### config.mk
export PLATFORM = sky130hd
export DESIGN_NAME = owsr_slot_responder
export DESIGN_NICKNAME = d
export VERILOG_FILES = /design/src/rtl/owsr_pkg.sv /design/src/rtl/owsr_line_sync.sv /design/src/rtl/owsr_slot_timer.sv /design/src/rtl/owsr_slot_ctrl.sv /design/src/rtl/owsr_slot_responder.sv
export SDC_FILE = /design/constraint.sdc
export NUM_CORES = 1
export LEC_CHECK = 0
export BUFFER_PORTS_ARGS = -buffer_cell sky130_fd_sc_hd__buf_2
export CAP_MARGIN = 40
export CORE_MARGIN = 4
export CORE_UTILIZATION = 51
export DETAILED_ROUTE_END_ITERATION = 7
export HOLD_SLACK_MARGIN = 0.15
export PLACE_DENSITY = 0.84
export RECOVER_POWER = 25
export SYNTH_ARGS = -nofsm -noshare
export SYNTH_HDL_FRONTEND = slang
export SYNTH_SLANG_ARGS = --single-unit
export TNS_END_PERCENT = 20
### constraint.sdc
create_clock -name clk -period 1.7 [get_ports clk]
set_input_delay 0.085 -clock clk [delete_from_list [all_inputs] [get_ports clk]]
set_output_delay 0.085 -clock clk [all_outputs]
set_load 0.005 [all_outputs]
### src/rtl/owsr_pkg.sv
package owsr_pkg;

   typedef enum logic [1:0] {
      SLOT_IDLE      = 2'd0,
      SLOT_ACTIVE    = 2'd1,
      SLOT_WAIT_HIGH = 2'd2
   } slot_state_e;

   function automatic int unsigned pick_max(input int unsigned a, input int unsigned b);
      return (a > b) ? a : b;
   endfunction

endpackage

### src/rtl/owsr_line_sync.sv
module owsr_line_sync #(
   parameter int unsigned STAGES = 2
) (
   input  logic clk,
   input  logic rst_n,
   input  logic line_raw,
   output logic line_level,
   output logic fall_seen
);

   logic [STAGES-1:0] chain;
   logic              prev_level;

   always_ff @(posedge clk or negedge rst_n) begin
      if (!rst_n) begin
         chain      <= '1;
         prev_level <= 1'b1;
      end else begin
         chain      <= {chain[STAGES-2:0], line_raw};
         prev_level <= chain[STAGES-1];
      end
   end

   assign line_level = chain[STAGES-1];
   assign fall_seen  = prev_level & ~line_level;

endmodule

### src/rtl/owsr_slot_timer.sv
module owsr_slot_timer
   import owsr_pkg::*;
#(
   parameter int unsigned SAMPLE_CYC = 1500,
   parameter int unsigned HOLD_CYC   = 2250
) (
   input  logic clk,
   input  logic rst_n,
   input  logic run,
   output logic at_sample,
   output logic at_release
);

   localparam int unsigned LAST  = pick_max(SAMPLE_CYC, HOLD_CYC);
   localparam int unsigned CNT_W = $clog2(LAST + 1);

   logic [CNT_W-1:0] cnt;

   always_ff @(posedge clk or negedge rst_n) begin
      if (!rst_n) begin
         cnt <= '0;
      end else if (!run) begin
         cnt <= '0;
      end else if (cnt != CNT_W'(LAST)) begin
         cnt <= cnt + CNT_W'(1);
      end
   end

   assign at_sample  = run && (cnt == CNT_W'(SAMPLE_CYC - 1));
   assign at_release = run && (cnt == CNT_W'(HOLD_CYC - 1));

   // a running count never passes its saturation limit
   assert_count_bounded_R4: assert property (@(posedge clk) disable iff (!rst_n)
      run |=> (cnt <= CNT_W'(LAST)));

endmodule

### src/rtl/owsr_slot_ctrl.sv
module owsr_slot_ctrl
   import owsr_pkg::*;
(
   input  logic clk,
   input  logic rst_n,
   input  logic fall_seen,
   input  logic line_level,
   input  logic mode_read,
   input  logic tx_bit,
   input  logic at_sample,
   input  logic at_release,
   output logic timer_run,
   output logic line_drive_low,
   output logic rx_valid,
   output logic rx_bit,
   output logic tx_done
);

   slot_state_e state;
   logic        lat_read;
   logic        lat_bit;

   always_ff @(posedge clk or negedge rst_n) begin
      if (!rst_n) begin
         state          <= SLOT_IDLE;
         lat_read       <= 1'b0;
         lat_bit        <= 1'b1;
         line_drive_low <= 1'b0;
         rx_valid       <= 1'b0;
         rx_bit         <= 1'b0;
         tx_done        <= 1'b0;
      end else begin
         rx_valid <= 1'b0;
         tx_done  <= 1'b0;
         unique case (state)
            SLOT_IDLE: begin
               if (fall_seen) begin
                  state          <= SLOT_ACTIVE;
                  lat_read       <= mode_read;
                  lat_bit        <= tx_bit;
                  line_drive_low <= mode_read & ~tx_bit;
               end
            end
            SLOT_ACTIVE: begin
               if (!lat_read && at_sample) begin
                  rx_valid <= 1'b1;
                  rx_bit   <= line_level;
                  state    <= SLOT_WAIT_HIGH;
               end else if (lat_read && at_release) begin
                  line_drive_low <= 1'b0;
                  tx_done        <= 1'b1;
                  state          <= SLOT_WAIT_HIGH;
               end
            end
            SLOT_WAIT_HIGH: begin
               if (line_level) state <= SLOT_IDLE;
            end
            default: state <= SLOT_IDLE;
         endcase
      end
   end

   assign timer_run = (state == SLOT_ACTIVE);

   assert_drive_read0_R4: assert property (@(posedge clk) disable iff (!rst_n)
      line_drive_low |-> (lat_read && !lat_bit));

   assert_read1_quiet_R5: assert property (@(posedge clk) disable iff (!rst_n)
      (state == SLOT_ACTIVE && lat_read && lat_bit) |-> !line_drive_low);

   assert_rx_single_R3: assert property (@(posedge clk) disable iff (!rst_n)
      rx_valid |=> !rx_valid);

   assert_rx_write_only_R6: assert property (@(posedge clk) disable iff (!rst_n)
      rx_valid |-> !lat_read);

   assert_txdone_single_R6: assert property (@(posedge clk) disable iff (!rst_n)
      tx_done |=> !tx_done);

   assert_release_marks_done_R6: assert property (@(posedge clk) disable iff (!rst_n)
      $fell(line_drive_low) |-> tx_done);

   assert_wait_released_R7: assert property (@(posedge clk) disable iff (!rst_n)
      (state == SLOT_WAIT_HIGH) |-> !line_drive_low);

endmodule

### src/rtl/owsr_slot_responder.sv
module owsr_slot_responder #(
   parameter int unsigned CLK_PER_US  = 50,
   parameter int unsigned SAMPLE_US   = 30,
   parameter int unsigned HOLD_US     = 45,
   parameter int unsigned SYNC_STAGES = 2
) (
   input  logic clk,
   input  logic rst_n,
   input  logic line_in,
   input  logic mode_read,
   input  logic tx_bit,
   output logic line_drive_low,
   output logic rx_valid,
   output logic rx_bit,
   output logic tx_done
);

   localparam int unsigned SAMPLE_CYC = SAMPLE_US * CLK_PER_US;
   localparam int unsigned HOLD_CYC   = HOLD_US * CLK_PER_US;

   initial begin
      assert_sample_window_R2: assert (SAMPLE_US >= 15 && SAMPLE_US <= 60)
         else $error("sample point outside the receive window");
      assert_hold_window_R4: assert (HOLD_US > 15 && HOLD_US < 60)
         else $error("hold time must cover data-valid point and end inside the slot");
      assert_rate_R2: assert (CLK_PER_US >= 1)
         else $error("clock must provide at least one cycle per microsecond");
      assert_sync_depth_R10: assert (SYNC_STAGES >= 2)
         else $error("line synchronizer needs two or more stages");
   end

   logic line_level;
   logic fall_seen;
   logic timer_run;
   logic at_sample;
   logic at_release;

   owsr_line_sync #(
      .STAGES(SYNC_STAGES)
   ) u_sync (
      .clk       (clk),
      .rst_n     (rst_n),
      .line_raw  (line_in),
      .line_level(line_level),
      .fall_seen (fall_seen)
   );

   owsr_slot_timer #(
      .SAMPLE_CYC(SAMPLE_CYC),
      .HOLD_CYC  (HOLD_CYC)
   ) u_timer (
      .clk       (clk),
      .rst_n     (rst_n),
      .run       (timer_run),
      .at_sample (at_sample),
      .at_release(at_release)
   );

   owsr_slot_ctrl u_ctrl (
      .clk           (clk),
      .rst_n         (rst_n),
      .fall_seen     (fall_seen),
      .line_level    (line_level),
      .mode_read     (mode_read),
      .tx_bit        (tx_bit),
      .at_sample     (at_sample),
      .at_release    (at_release),
      .timer_run     (timer_run),
      .line_drive_low(line_drive_low),
      .rx_valid      (rx_valid),
      .rx_bit        (rx_bit),
      .tx_done       (tx_done)
   );

endmodule

Word-level counts from Yosys, hierarchy flattened
Index checks and enable logic that the tools add are counted.
Storage, ports and cells
  word-level logic and storage cells: 52
  register bits after elaboration: 22
  output and inout bits: 4
Operators by class
  multiplexer cells: 16
  reduce and logical (&&, ||, !) cells: 11
  bitwise logic cells: 4
  eq/ne operators: 11
  add/sub/neg operators: 1
Operators by type and width (number)
  two-way mux 12 bit: 2
  adder 12 x 1 -> 12 bit (second input constant): 1
  == test 12 x 11 -> 1 bit (second input constant): 1
  == test 12 bit (second input constant): 1
  != test 12 bit (second input constant): 1
  two-way mux 1 bit: 8
  two-way mux 2 bit: 4
  != test 2 bit (second input constant): 4
  case mux 2 bit (3 select lines): 1
  logical AND 1 bit: 4
  AND reduction 2 bit: 2
  AND reduction 4 bit: 1
  != test 3 x 1 -> 1 bit (second input constant): 1
  AND reduction 3 bit: 1
  bitwise AND 1 bit: 2
  == test 2 x 1 -> 1 bit (second input constant): 1
  == test 2 bit (second input constant): 1
  zero test 2 bit: 1
  != test 2 x 1 -> 1 bit (second input constant): 1
  inverter 1 bit: 2
  case mux 1 bit (2 select lines): 1
  nonzero test 2 bit: 1
  zero test 1 bit: 1

Depth between registers and ports, before layout
  depth in word-level cells: 6
  gate-level depth with buffers: 5
  gate-level depth less buffers: 5

Hierarchy
Synthesis repeated with hierarchy kept, for this count alone.
Second synthesis, totals
  cells, all modules: 101
  area total of the unflattened synthesis: 1121.1 um^2
By module, submodules not included
  owsr_slot_timer: seq. area each 300.3 um^2, instances 1, area an instance 715.7 um^2, cells an instance 72
  owsr_slot_ctrl: seq. area each 175.2 um^2, instances 1, area an instance 312.8 um^2, cells an instance 25
  owsr_line_sync: seq. area each 78.8 um^2, instances 1, area an instance 92.6 um^2, cells an instance 4

Worst setup path before layout
OpenSTA, ideal clock, no wires.
  path kind: register to register
  start: register u_timer.cnt[11]
  end: register u_ctrl.rx_bit
  arrival time: 1504 ps
  clock period less this slack: 1629 ps
  cell stages (with the launch flop): 5
  buffers on the path: 0
  library setup time: 125 ps
  slack: 71 ps
  cells stage by stage: dfrtp_1 > or3b_1 > nor4_2 > and2b_2 > mux2_4
Between the ends
  word-level cells in the longest chain between the ends: 4
Ends and longest elaborated chain
  start: declaration: line owsr_slot_timer.sv:17  | logic [CNT_W-1:0] cnt;
  start signal: assignment: line owsr_slot_timer.sv:25  | cnt <= cnt + CNT_W'(1);
  == test 12 x 11 -> 1 bit: line owsr_slot_timer.sv:29  | assign at_sample = run && (cnt == CNT_W'(SAMPLE_CYC - 1));
  logical AND 1 bit: line owsr_slot_timer.sv:29
  logical AND 1 bit: line owsr_slot_ctrl.sv:45  | if (!lat_read && at_sample) begin
  AND reduction 2 bit (no source line)
  end signal: assignment: line owsr_slot_ctrl.sv:47  | rx_bit <= line_level;
  end: declaration: line owsr_slot_ctrl.sv:15  | output logic rx_bit,
No other way between the ends.
A chain may end at the register's enable or synchronous reset.

Worst setup path in the final report
Same ends and word-level chain as after synthesis.

==> flow_summary.ini <==
[logic_synthesis]
synthFlopType = dfrtp_1
seq_area_frac_synth = 0.538
synth_most_common_cell = dfrtp_1
netlist_area_sq_um = 1030
synth.distinct_cells = 32
yosysWarnings = 0
synth_top_area_frac = 0.462
synth_seq_cells = 22
synth_common_cells = dfrtp_1, nor2_1, nand3_1, xnor2_1
yosysTopAreaCell = dfrtp_1
syn_inst = 94
async_flop_share = 1.00
ys_top_cells_by_area = dfrtp_1, dfstp_2, xnor2_1
syn_area_per_cell_sq_um = 11.0
synth_nets = 102
synth_edf_count = 0

[die]
start_util = 0.566
core-area_sq_um = 1820
die_w_um = 52.9
pin_count = 9
die_h_um = 52.9
rows = 15
dieArea_sq_um = 2800

[sta]
slew_violations = 0
rsz0062_at_grt = yes
hold-worst-slack_ns = 0.373
fin_crit_ns = 1.66
finalHoldViolations = 0
setup_ws_ns = 0.0445
max_freq_ghz = 0.604
setup_violations = 0
tightest_slew_ns = 1.12
slew-limit-headroom = 0.253
fin_crit_sh = 0.974
skew_ns = 0.00891

[pwr]
cellPowerDensity_nw_per_um2 = 1120
internal-power_uw = 976
p_leak_nw = 0.543
p_total_mw = 1.38
peakVddDrop_uv = 753
power.share.switching = 0.290
pwr-share-comb = 0.194
switching_power_uw = 399
clockPowerShare = 0.291
power_frac_seq = 0.515

[worst_setup_path]
slowest_stage = dfrtp_1
crit_path_max_fanout = 3
path_cells = or3b_1 -> nor4_2 -> and2b_2 -> mux2_4
cpPeakStageDelay_ns = 0.40
arrival_ns = 1.87
critPathLaunchType = flop
critPathBufInv = 0
crit_family = simple AND/OR/NAND/NOR gates
endpoint_kind = flop
path_class = flop to flop
worstPathRequired_ns = 1.91

[global_routing]
antenna_found_initial = 0
globalRouteOverflowTotal = 0
grt_pass1_vias = 821
grt_pass1_wl_mm = 3.66
grt_max_degree = 23
grt_use_total = 0.182

[detailed_routing]
vias = 781
drt_iter0_drc = 17
final_antenna_net_count = 0
finalWirelength_mm = 2.02
wl_met3_um = 62
firstDrtPassIters = 4
top_layer = met4
avgRoutedWirePerCell_um = 14.5
route.met2.wl_um = 970
drt-vias-per-instance = 5.62
drc = 0
wl_met1_um = 943

[placement]
port_buffers = 8
pre_cts_ws_ns = 0.0336
place_inst = 131
gp_routability_congestion = 0.802
hpwlAfterDp_mm = 1.41

[cts]
path_clk_slew_ns = 0.13
cts_root_buffer = clkbuf_4
cts_tree = built
h-tree-depth = 1
postCtsSetupRepairBufs = 0
cts_buffers = 3
insertion_delay_ns = 0.31
cts_sinks = 22
cts_resized = 0
cts_buffer_depth = 2

[final_layout]
drive_above_1_share = 0.237
instances_no_fill = 139
n_antenna_cell = 0
final_nets = 123
syn2layout_area_growth_pct = 19.4

[outcome]
status = complete, no violations

[flow_run]
drv_cap = 0

[worst_hold_path]
worst_hold_path_type = flop to flop
-- state kept, by name (all words and copies together) (netlist names) --
signal                 count
u_timer.cnt               12
u_ctrl.line_drive_low      1
u_ctrl.rx_valid            1
u_ctrl.lat_read            1
u_ctrl.state               2
u_sync.prev_level          1
u_ctrl.tx_done             1
u_ctrl.rx_bit              1
u_sync.chain               2
-- path summary, 6_finish.rpt --
check,cells past startpoint,to,slack (ns),start
worst min register to register,0,u_sync.chain[1],0.37,u_sync.chain[0]
max in group asynchronous,2,u_ctrl.lat_read,0.54,rst_n
worst max register to register,4,u_ctrl.rx_bit,0.04,u_timer.cnt[11]
min in group asynchronous,2,u_timer.cnt[1],0.49,rst_n
worst max-delay path,4,u_ctrl.rx_bit,0.04,u_timer.cnt[11]
worst min-delay path,0,u_sync.chain[1],0.37,u_sync.chain[0]
-- power by group through the flow --
stage	clock [mW]	sequential, mW	combinational [mW]
5_1_grt	0.432	0.725	0.315
3_3_place_gp	0	0.708	0.246
2_1_floorplan	0	0.691	0.181
6_report	0.401	0.708	0.267
4_1_cts	0.405	0.706	0.270
3_5_place_dp	0	0.714	0.255
-- through the flow --
step	setup TNS (ns)	utilization	cell area (sq um)
after floorplan	0	-	1030
after global placement	0	0.625	1140
after detailed placement	0	0.625	1140
after CTS	0	0.676	1230
after global routing	-0.0168	0.676	1230
final	0	0.676	1230
-- timing repair --
action	CTS	global route
endpoints found under the setup margin	0	2
hold buffers	4	0
hold endpoints to repair	25	0
-- kinds of logic after synthesis --
family | after synthesis | synth area share
fa+ha+maj | 3 | 0.0365
compound gates | 11 | 0.0632
simple gates | 43 | 0.255
buf+inv | 6 | 0.0219
xor+xnor | 7 | 0.0595
mux | 2 | 0.0255
flops | 22 | 0.538
-- routing by layer --
| layer | vias up | GRT usage |
|---|---|---|
| met5 | - | 0 |
| met4 | 0 | 0.106 |
| met3 | 6 | 0.0225 |
| met2 | 15 | 0.298 |
| met1 | 391 | 0.230 |
| li1 | 369 | - |
-- cell type report --
cell class | instances | area, sq um
inverters | 4 | 15.0
repair buffers | 18 | 124
multi-input cells | 66 | 453
clock buffers | 3 | 22.5
clock inverters | 1 | 30.0
fillers | 144 | 591
flip-flops and latches | 22 | 554
well taps | 25 | 31.3
-- placed cells by master (no fill, tap or decap), drive strengths merged, types with 2 or more instances in the layout --
cell type	instances
o21ai	3
a21oi	4
buf	13
nand2b	2
or3	3
mux2	2
clkbuf	4
nor3	4
nand3b	3
inv	4
dfstp	3
nand3	5
ha	3
nor4	3
xor2	2
dlygate4sd3	4
nor2	9
nand2	4
dfrtp	19
and2b	2
xnor2	5
nand4	3
No activity file was read; power rests on OpenSTA's default activity.
